<file path="config.mk">
export PLATFORM = sky130hd
export DESIGN_NAME = ap_health_mon
export DESIGN_NICKNAME = d
export VERILOG_FILES = /design/src/rtl/ap_health_mon.sv
export SDC_FILE = /design/constraint.sdc
export NUM_CORES = 1
export LEC_CHECK = 0
export BUFFER_PORTS_ARGS = -buffer_cell sky130_fd_sc_hd__buf_2
export CAP_MARGIN = 20
export CORE_ASPECT_RATIO = 0.7
export CORE_MARGIN = 2
export CORE_UTILIZATION = 51
export DETAILED_ROUTE_END_ITERATION = 6
export PLACE_DENSITY = 0.76
export SYNTH_ARGS = -nofsm -noshare
export SYNTH_HDL_FRONTEND = slang
export SYNTH_SLANG_ARGS = --single-unit
export TNS_END_PERCENT = 100
</file>
<file path="constraint.sdc">
create_clock -name clk -period 2.6 [get_ports clk]
set_clock_uncertainty 0.2 [all_clocks]
set_input_delay 0.39 -clock clk [delete_from_list [all_inputs] [get_ports clk]]
set_output_delay 0.39 -clock clk [all_outputs]
set_load 0.05 [all_outputs]
</file>
<file path="src/rtl/ap_health_mon.sv">
module ap_health_mon #(
  parameter int DATA_W  = 32,
  parameter int WIN_LEN = 512,
  localparam int IDX_W  = $clog2(WIN_LEN)
) (
  input  logic              clk,
  input  logic              rst_n,
  input  logic              smp_vld,
  input  logic [DATA_W-1:0] smp_data,
  input  logic [IDX_W-1:0]  thr,
  input  logic              rd_clr,
  input  logic              irq_en,
  output logic              ap_flag,
  output logic              irq
);

  logic [IDX_W-1:0]  idx, cnt;
  logic [DATA_W-1:0] ref_q;

  wire first = (idx == '0);
  wire last  = (idx == IDX_W'(WIN_LEN - 1));
  wire match = smp_vld && !first && (smp_data == ref_q) && (cnt < thr);
  wire hit   = match && ((cnt + IDX_W'(1)) == thr);

  always_ff @(posedge clk or negedge rst_n) begin
    if (!rst_n) begin
      idx   <= '0;
      cnt   <= '0;
      ref_q <= '0;
    end else if (smp_vld) begin
      idx <= last ? '0 : idx + IDX_W'(1);
      if (first) begin
        ref_q <= smp_data;
        cnt   <= '0;
      end else if (match) begin
        cnt <= cnt + IDX_W'(1);
      end
    end
  end

  always_ff @(posedge clk or negedge rst_n) begin
    if (!rst_n)      ap_flag <= 1'b0;
    else if (hit)    ap_flag <= 1'b1;
    else if (rd_clr) ap_flag <= 1'b0;
  end

  assign irq = ap_flag & irq_en;

  assert_ref_load_R2: assert property (@(posedge clk) disable iff (!rst_n)
    smp_vld && first |=> ref_q == $past(smp_data) && cnt == '0);
  assert_no_overflow_R5: assert property (@(posedge clk) disable iff (!rst_n)
    smp_vld && !first && cnt >= thr |=> cnt == $past(cnt));
  assert_wrap_R6: assert property (@(posedge clk) disable iff (!rst_n)
    smp_vld && last |=> idx == '0);
  assert_zero_thr_R7: assert property (@(posedge clk) disable iff (!rst_n)
    !ap_flag && thr == '0 |=> !ap_flag);
  assert_sticky_R8: assert property (@(posedge clk) disable iff (!rst_n)
    ap_flag && !rd_clr |=> ap_flag);
  assert_idle_R10: assert property (@(posedge clk) disable iff (!rst_n)
    !smp_vld |=> $stable(idx) && $stable(cnt) && $stable(ref_q));

endmodule

</file>
==> metrics, run 1 <==
initial core utilization 52.1%; Max-cap violations 0; Antenna Nets Post-Route 0; fin crit share 97.3%; outcome complete, no violations; total clock sinks 51; Mean Syn Cell Area 10.8 um^2; Port Buf Inserts 47; Setup CP Type reg2reg; CP Capture Type flop; Yosys top cell by area dfrtp_1; VDD IR max 0.377 mV; H-Tree Depth 2; # diodes 0; Final HPWL DP 4390 um; share of cells above drive strength 1 33.5%; Setup crit start kind flop; CTS tree built; DIE WIDTH 94.8 um; Chip Height 67.5 um; final hold viol count 0; Synth warnings 0; clock power share 34.1%; Post-synth EDFFs 0; final instance area 3530 um^2; grt total ovfl 0; Syn Std Cell Area 2940 um^2; global-route wire length before repair 9250 um; drc violations 0; PwrDens 524 nW/um^2; post-DR wirelength/cell 14.1 um; CTS buffer count 5; vias per std cell 5.20; worst hold path type in2reg; number of synthesized register bits 51; min Tclk post-route 2530 ps; setup TNS 0 ps; Seq pwr share 50.7%; Core Area 5640 um^2; Layout area overhead 20.2%; I/O pins 48; largest net degree at the start of global routing 37; sw frac 24.5%; Filler Cells Inserted 478; Initial DRC Count 53; Post-DP Area 3350 um^2; fin. max-slew vios 0; Crit. Startpoint ref_q[31]; Comb power frac 15.2%; Top FF cell, synth dfrtp_1; HP Start rd_clr; antenna violations before repair 0; Sw Pwr 0.000453 W; Clock Latency Late Sink 290 ps; Relative slew margins 73.5%; clk buf depth 2; Setup-failing EPs final 0; Worst Path Max Fanout 6; Root Driver clkbuf_8; number of global-route vias before repair 2,021; top cell type's share of synthesized area 43.4%; post-synthesis cell type count 39; DR vias 2,142; Post-Route WL 5810 um; Post-Synthesis Cells 273; RePlAce Congestion 0.860; Lkg Pwr 1.92 nW; fmax 395 MHz; drt pass-1 iters 4; top cells by area, synth dfrtp_1 43%, mux2_2 13%, xor2_1 12%, ha_1 5.5%, nor4_1 2.1%; area of the die 6400 um^2; Core Rows 23; Tightest Pin Transition 397 ps; worst reg2reg startpoint ref_q[31]; Total GRT Usage 18.8%; Int Power 0.00140 W; Final Net Count 395; Mapped Nets 332; Async S/R FF share, synth 100%; Critical Path RT 2640 ps; post-synthesis sequential area ratio 43.4%; clock-pin slew on the worst setup and hold paths 90 ps; worst path arrival time 2570 ps
worst paths after layout:
| path | endpoint | slack, ps | depth (start not counted) |
|---|---|---|---|
| max in group asynchronous | cnt[8] | 1330 | 3 |
| setup / recovery | cnt[6] | 70 | 7 |
| setup reg to reg | cnt[6] | 70 | 7 |
| min in group asynchronous | ref_q[1] | 340 | 2 |
| hold reg to reg | ref_q[12] | 330 | 1 |
| hold / removal | ap_flag | 80 | 2 |
synth_stat cells (2+ instances only):
cell / number
o21ai_1: 2
nor3_1: 3
nand2_1: 11
inv_1: 16
clkbuf_1: 7
xnor2_1: 7
nor2_1: 5
and3_1: 4
xor2_1: 40
dfrtp_1: 51
nor4_1: 10
or2_2: 3
o22ai_1: 3
mux2_2: 33
ha_1: 13
nand2b_1: 6
nand4_1: 5
nand3_1: 10
nor3b_1: 3
a21o_1: 8
a21oi_1: 10
o21ai_0: 6
worst max-delay path, cell delays in order (launching register included):
cell     delay (ps)
dfrtp_1         400
xor2_1          170
nor4_1          340
nand4_1         230
or4_4           540
buf_4           180
nor4_2          280
a211o_1         140
layer usage:
layer  up-vias  GRT usage, %  wire length [um]
met1      1025          26.3              2780
met2        34          30.6              2790
met3         2          4.13               220
met5         -             0                 0
met4         0          3.26                17
li1       1081             -                 -
cells in the final DEF (no fill, tap or decap), types with 7 or more instances in the layout:
cell and n:
a21oi_1 10, mux2_2 33, xor2_1 40, nand3_1 10, nor4_1 7, a21o_1 8
inv_1 16, dfrtp_1 50, buf_4 16, buf_2 47, ha_1 13, nand2_1 11
xnor2_1 7
sequential cells by signal, indices dropped and copies added, names as in the netlist:
signal,cells
idx,9
ap_flag,1
ref_q,32
cnt,9
kinds of logic after synthesis:
family | count (synthesis) | share of synthesized area [%]
buffers and inverters | 25 | 3.49
xor gates and xnor gates | 47 | 14.0
muxes | 34 | 13.0
and+or+nand+nor | 68 | 13.1
DFF | 51 | 43.4
adders and majority gates | 13 | 5.53
AOI/OAI and AO/OA | 35 | 7.45
per-stage QoR:
| step | setup WS (ps) | hold slack [ps] | cells | total power (W) | utilization, % |
|---|---|---|---|---|---|
| after floorplan | 31.2 | -106 | 273 | 0.00111 | - |
| after global placement | 36.8 | 135 | 401 | 0.00121 | 59.4 |
| after detailed placement | -65.1 | 136 | 401 | 0.00123 | 59.4 |
| after CTS | 25.8 | 68.7 | 410 | 0.00187 | 62.0 |
| after global routing | -21.7 | 66.2 | 412 | 0.00195 | 62.6 |
| final | 70.4 | 81.5 | 412 | 0.00185 | 62.6 |
what timing repair did:
| item | in CTS | in global routing |
|---|---|---|
| resized for setup | 0 | 5 |
| endpoints found under the hold margin | 15 | 0 |
| hold buffers | 1 | 0 |
| buffers inserted | 0 | 2 |
| endpoints found under the setup margin | 0 | 1 |
power by group through the flow:
stage | Clock (W) | Combinational (W) | Sequential (W)
final | 0.000632 | 0.000281 | 0.000937
after global routing | 0.000677 | 0.000320 | 0.000948
after CTS | 0.000649 | 0.000282 | 0.000937
after detailed placement | 0 | 0.000278 | 0.000950
after global placement | 0 | 0.000265 | 0.000945
after floorplan | 0 | 0.000175 | 0.000934
final cells by class:
class / instances / area [um^2] / area share (%)
Inverter: 16 / 60.1 / 1.70
Timing Repair Buffer: 65 / 385 / 10.9
Clock inverter: 2 / 60.1 / 1.70
Clock buffer: 6 / 72.6 / 2.05
Tap cell: 75 / 93.8 / 2.66
Multi-Input combinational cell: 197 / 1580 / 44.8
Sequential cell: 51 / 1280 / 36.2
No activity file was read; power rests on OpenSTA's default activity.
==> run 2, diff against run 1 <==
- BUFFER_PORTS_ARGS: -buffer_cell sky130_fd_sc_hd__buf_2 -> unset
- DONT_BUFFER_PORTS: unset -> 1
- PLACE_DENSITY: 0.76 -> 0.69
==> run 2 against run 1 <==
Net effect: sequential share of layout area increased by 2.9 points; sequential power hardly changed; hold slack got worse by 44 ps; clock power fell by 15%.
==> metrics, run 2 (synthesis results as in run 1) <==
clock power share 31.6%; unrepaired setup endpoints after global routing false; commonest non-fill, non-tap cell in the layout dfrtp_1; I/O pins 48; Core Util, Final 58.0%; worst path arrival time 2460 ps; H-Tree Depth 2; Core Rows 23; Post-DP Area 3070 um^2; Setup-failing EPs final 0; most frequent cells in the layout 51 x dfrtp_1, 40 x xor2_1, 33 x mux2_2; Filler Cells Inserted 491; critical-path cell list ha_1 > nor2b_1 > o2111ai_1 > a31oi_1 > or4_4 > and2_4 > a211o_1; DIE WIDTH 94.8 um; fin crit share 94.9%; PwrDens 518 nW/um^2; Post-Route WL 5360 um; CTS buffer count 5; setup TNS 0 ps; Lkg Pwr 1.71 nW; largest net degree at the start of global routing 52; Tightest Pin Transition 495 ps; Worst Path Max Fanout 7; Int Power 0.00127 W; Top reg by flops ref_q; Port Buf Inserts 0; slowest stage delay, CP 560 ps; Final HPWL DP 3930 um; global-route wire length before repair 8630 um; VDD IR max 0.338 mV; final hold viol count 0; Setup WS post-layout 134 ps; clk buf depth 2; RePlAce Congestion 0.823; Comb power frac 13.3%; Setup CP Type reg2reg; vias per std cell 5.42; Relative slew margins 67.0%; total clock sinks 51; final instance area 3270 um^2; DR vias 1,950; Critical Path RT 2600 ps; CTS tree built; Seq pwr share 55.1%; Post-Place Setup Slack 54.5 ps; drt pass-1 iters 4; worst hold path type in2reg; post-DR wirelength/cell 14.9 um; Initial DRC Count 67; share of cells above drive strength 1 20.4%; sw frac 25.0%; # diodes 0; initial core utilization 52.1%; Root Driver clkbuf_8; Antenna Nets Post-Route 0; Layout area overhead 11.2%; drc violations 0; Sw Pwr 0.000424 W; antenna violations before repair 0; clock-pin slew on the worst setup and hold paths 90 ps; grt total ovfl 0; Final Net Count 344; Max-cap violations 0; Setup crit start kind flop; Total GRT Usage 17.6%; Core Area 5640 um^2; number of global-route vias before repair 1,915; outcome complete, no violations; max FFs per register 32; fin. max-slew vios 0; Clock Latency Late Sink 300 ps; Critical-path top delay cell or4_4; Chip Height 67.5 um; min Tclk post-route 2470 ps; CP Capture Type flop; biggest regs ref_q: 32 flops, cnt: 9 flops, idx: 9 flops; area of the die 6400 um^2; fmax 405 MHz
[run 2: changes by cell type in the layout (fill, tap and decap cells not counted), moves of 2 or more]
cell	before	now
buf_2	47	0
buf_4	16	8
dlygate4sd3_1	1	3
nor4_1	7	9
nor4_2	3	1
[run 2: routing by layer]
layer	track usage, %	routed length [um]	up-vias
li1	-	-	978
met1	22.7	2520	929
met2	28.9	2480	41
met3	5.13	332	2
met4	5.43	34	0
met5	0	0	-
[run 2: layout make-up]
class	count	area, um^2	area share, %
inverter	16	60.1	1.84
multi-input combinational	197	1580	48.5
tap	75	93.8	2.87
clock inverter	2	37.5	1.15
clock buffer	5	68.8	2.10
sequential	51	1280	39.0
timing repair buffer	14	149	4.55
[run 2: per-stage QoR]
step                      hold WS (ps)  std cells  total power [W]
after floorplan                   -106        273          0.00111
after global placement            -104        348          0.00114
after detailed placement          -104        348          0.00115
after CTS                         26.9        359          0.00172
after global routing              16.1        360          0.00179
final                             37.2        360          0.00170
[run 2: power groups by stage]
stage / sequential, W / clock, W / combinational [W]
floorplan: 0.000934 / 0 / 0.000175
global placement: 0.000946 / 0 / 0.000195
detailed placement: 0.000948 / 0 / 0.000203
CTS: 0.000934 / 0.000556 / 0.000229
global route: 0.000945 / 0.000586 / 0.000257
finish: 0.000934 / 0.000535 / 0.000226
[run 2: repair_timing]
| item | 4_1_cts | 5_1_grt |
|---|---|---|
| endpoints found under the setup margin | 0 | 1 |
| resized for setup | 0 | 4 |
| hold buffers | 4 | 0 |
| setup buffers | 0 | 1 |
| endpoints found under the hold margin | 58 | 0 |
[run 2: critical path: cells and delay by family, from the launching register on]
kind                     cells  cell delay, ps
AO/OA/AOI/OAI                3             590
flip-flops                   1             400
adder cells (fa/ha/maj)      1             270
AND/OR/NAND/NOR              3             900
[run 2: final timing paths]
check                           cells past startpoint        end  slack [ps]    startpoint
worst max-delay path                                7     cnt[6]         130        cnt[1]
worst min-delay path                                1  ref_q[14]          40  smp_data[14]
worst max register to register                      7     cnt[6]         130        cnt[1]
worst min register to register                      1  ref_q[28]         330     ref_q[28]
max in group asynchronous                           2    ap_flag        1560         rst_n
min in group asynchronous                           2     cnt[5]         390         rst_n
==> run 3, diff against run 2 <==
- CELL_PAD_IN_SITES_DETAIL_PLACEMENT: unset -> 2
- CELL_PAD_IN_SITES_GLOBAL_PLACEMENT: unset -> 2
- CORE_UTILIZATION: 51 -> 37
- PLACE_DENSITY: 0.69 -> unset
- PLACE_DENSITY_LB_ADDON: unset -> 0.1
- TNS_END_PERCENT: 100 -> unset
==> run 3 against run 2 <==
Net effect: worst setup slack got worse by 61 ps; first-iteration DRC count decreased by 12%; final area increased by 4.2%; maximum frequency decreased by 2.4%; sequential power about the same; non-clock buffer count increased by 6; register-to-register slack got worse by 60 ps; routed wire length increased by 31%; critical endpoint unchanged; largest power group unchanged.
==> metrics, run 3 (synthesis results as in run 1) <==
outcome complete, no violations; post-DR wirelength/cell 17.8 um; Setup CP Type reg2reg; Final Net Count 350; fin crit share 97.2%; Worst Path Max Fanout 7; vias per std cell 5.27; worst path arrival time 2500 ps; Total GRT Usage 17.3%; DIE WIDTH 111 um; Tightest Pin Transition 488 ps; Critical Path RT 2570 ps; antenna violations before repair 0; largest net degree at the start of global routing 52; multi-input combinational cell area 1600 um^2; grt total ovfl 0; RePlAce Congestion 0.761; Relative slew margins 67.5%; total clock sinks 51; number of global-route vias before repair 2,346; fmax 396 MHz; register area 1280 um^2; Clock Latency Late Sink 290 ps; commonest non-fill, non-tap cell in the layout dfrtp_1; drt pass-1 iters 4; Initial DRC Count 59; Antenna Nets Post-Route 0; min Tclk post-route 2530 ps; Lkg Pwr 1.76 nW; Crit. Startpoint ref_q[31]; final hold viol count 0; I/O pins 48; CTS buffer count 5; CP Capture Type flop; biggest regs ref_q: 32 flops, cnt: 9 flops, idx: 9 flops; drc violations 0; CTS tree built; Setup-failing EPs final 0; share of cells above drive strength 1 22.9%; Filler Cells Inserted 804; fin. max-slew vios 0; global-route wire length before repair 12,000 um; # diodes 0; Core Area 7770 um^2; setup TNS 0 ps; Chip Height 78.6 um; Top reg by flops ref_q; HP Start smp_data[14]; worst hold slack 44.0 ps; clock-pin slew on the worst setup and hold paths 70 ps; clk buf depth 2; Post-Route WL 7010 um; PwrDens 575 nW/um^2; Max-cap violations 0; worst hold path type in2reg; Layout area overhead 15.9%; Root Driver clkbuf_16; initial core utilization 37.8%; area of the die 8690 um^2; unrepaired setup endpoints after global routing false; VDD IR max 0.263 mV; Port Buf Inserts 0; H-Tree Depth 2; max FFs per register 32; Setup crit start kind flop; DR vias 2,073; Core Rows 27; Final HPWL DP 5160 um; worst reg2reg startpoint ref_q[31]; most frequent cells in the layout 51 x dfrtp_1, 40 x xor2_1, 33 x mux2_2
[run 3: final timing paths]
path / end / slack (ps) / depth (start not counted)
min in group asynchronous: ref_q[5] / 410 / 2
worst max register to register: cnt[6] / 70 / 6
worst max-delay path: cnt[6] / 70 / 6
max in group asynchronous: cnt[7] / 1530 / 2
worst min-delay path: ref_q[14] / 40 / 1
worst min register to register: ref_q[29] / 330 / 1
[run 3: repair_timing]
item                                    CTS  global route
endpoints found under the setup margin    1             1
pin swaps                                 1             4
cloned                                    0             0
buffers inserted                          0             2
gates resized for setup                   1             4
hold buffers                              4             0
endpoints found under the hold margin    58             0
[run 3: layout make-up]
class | instances | area share [%]
Timing Repair Buffer | 20 | 5.21
Clock inverter | 3 | 1.36
Inverter | 16 | 1.76
Sequential cell | 51 | 37.4
Tap cell | 101 | 3.71
Multi-Input combinational cell | 197 | 46.8
Clock buffer | 5 | 3.67
[run 3: worst max-delay path, stage by stage (launching register included)]
cell and delay [ps]:
dfrtp_1 390, xor2_1 180, nor4_2 370, nand4_1 240, or4_4 540, and2_4 210
a211o_1 290
[run 3: metrics by stage]
step | total power [W] | utilization (%) | std cells | setup slack [ps] | cell area (um^2)
final | 0.00196 | 43.9 | 393 | 72.7 | 3410
after global routing | 0.00207 | 43.9 | 393 | 5.35 | 3410
after CTS | 0.00198 | 43.3 | 391 | 27.9 | 3360
after detailed placement | 0.00117 | 40.3 | 379 | 30.3 | 3130
after global placement | 0.00115 | 40.3 | 379 | 109 | 3130
after floorplan | 0.00111 | - | 273 | 31.2 | 2940
[run 3: metal layers]
| metal | track usage [%] | share of wire [%] | vias up |
|---|---|---|---|
| met5 | 0 | 0 | - |
| met2 | 28.0 | 47 | 27 |
| li1 | - | - | 988 |
| met3 | 5.17 | 5.2 | 2 |
| met4 | 3.38 | 0.33 | 0 |
| met1 | 23.1 | 47 | 1056 |
[run 3: power breakdown]
group / switching (W) / total [W] / internal [W] / leakage [nW]
Sequential: 0.0000712 / 0.000937 / 0.000866 / 0.692
Combinational: 0.000116 / 0.000251 / 0.000134 / 0.989
Clock: 0.000314 / 0.000772 / 0.000458 / 0.0804
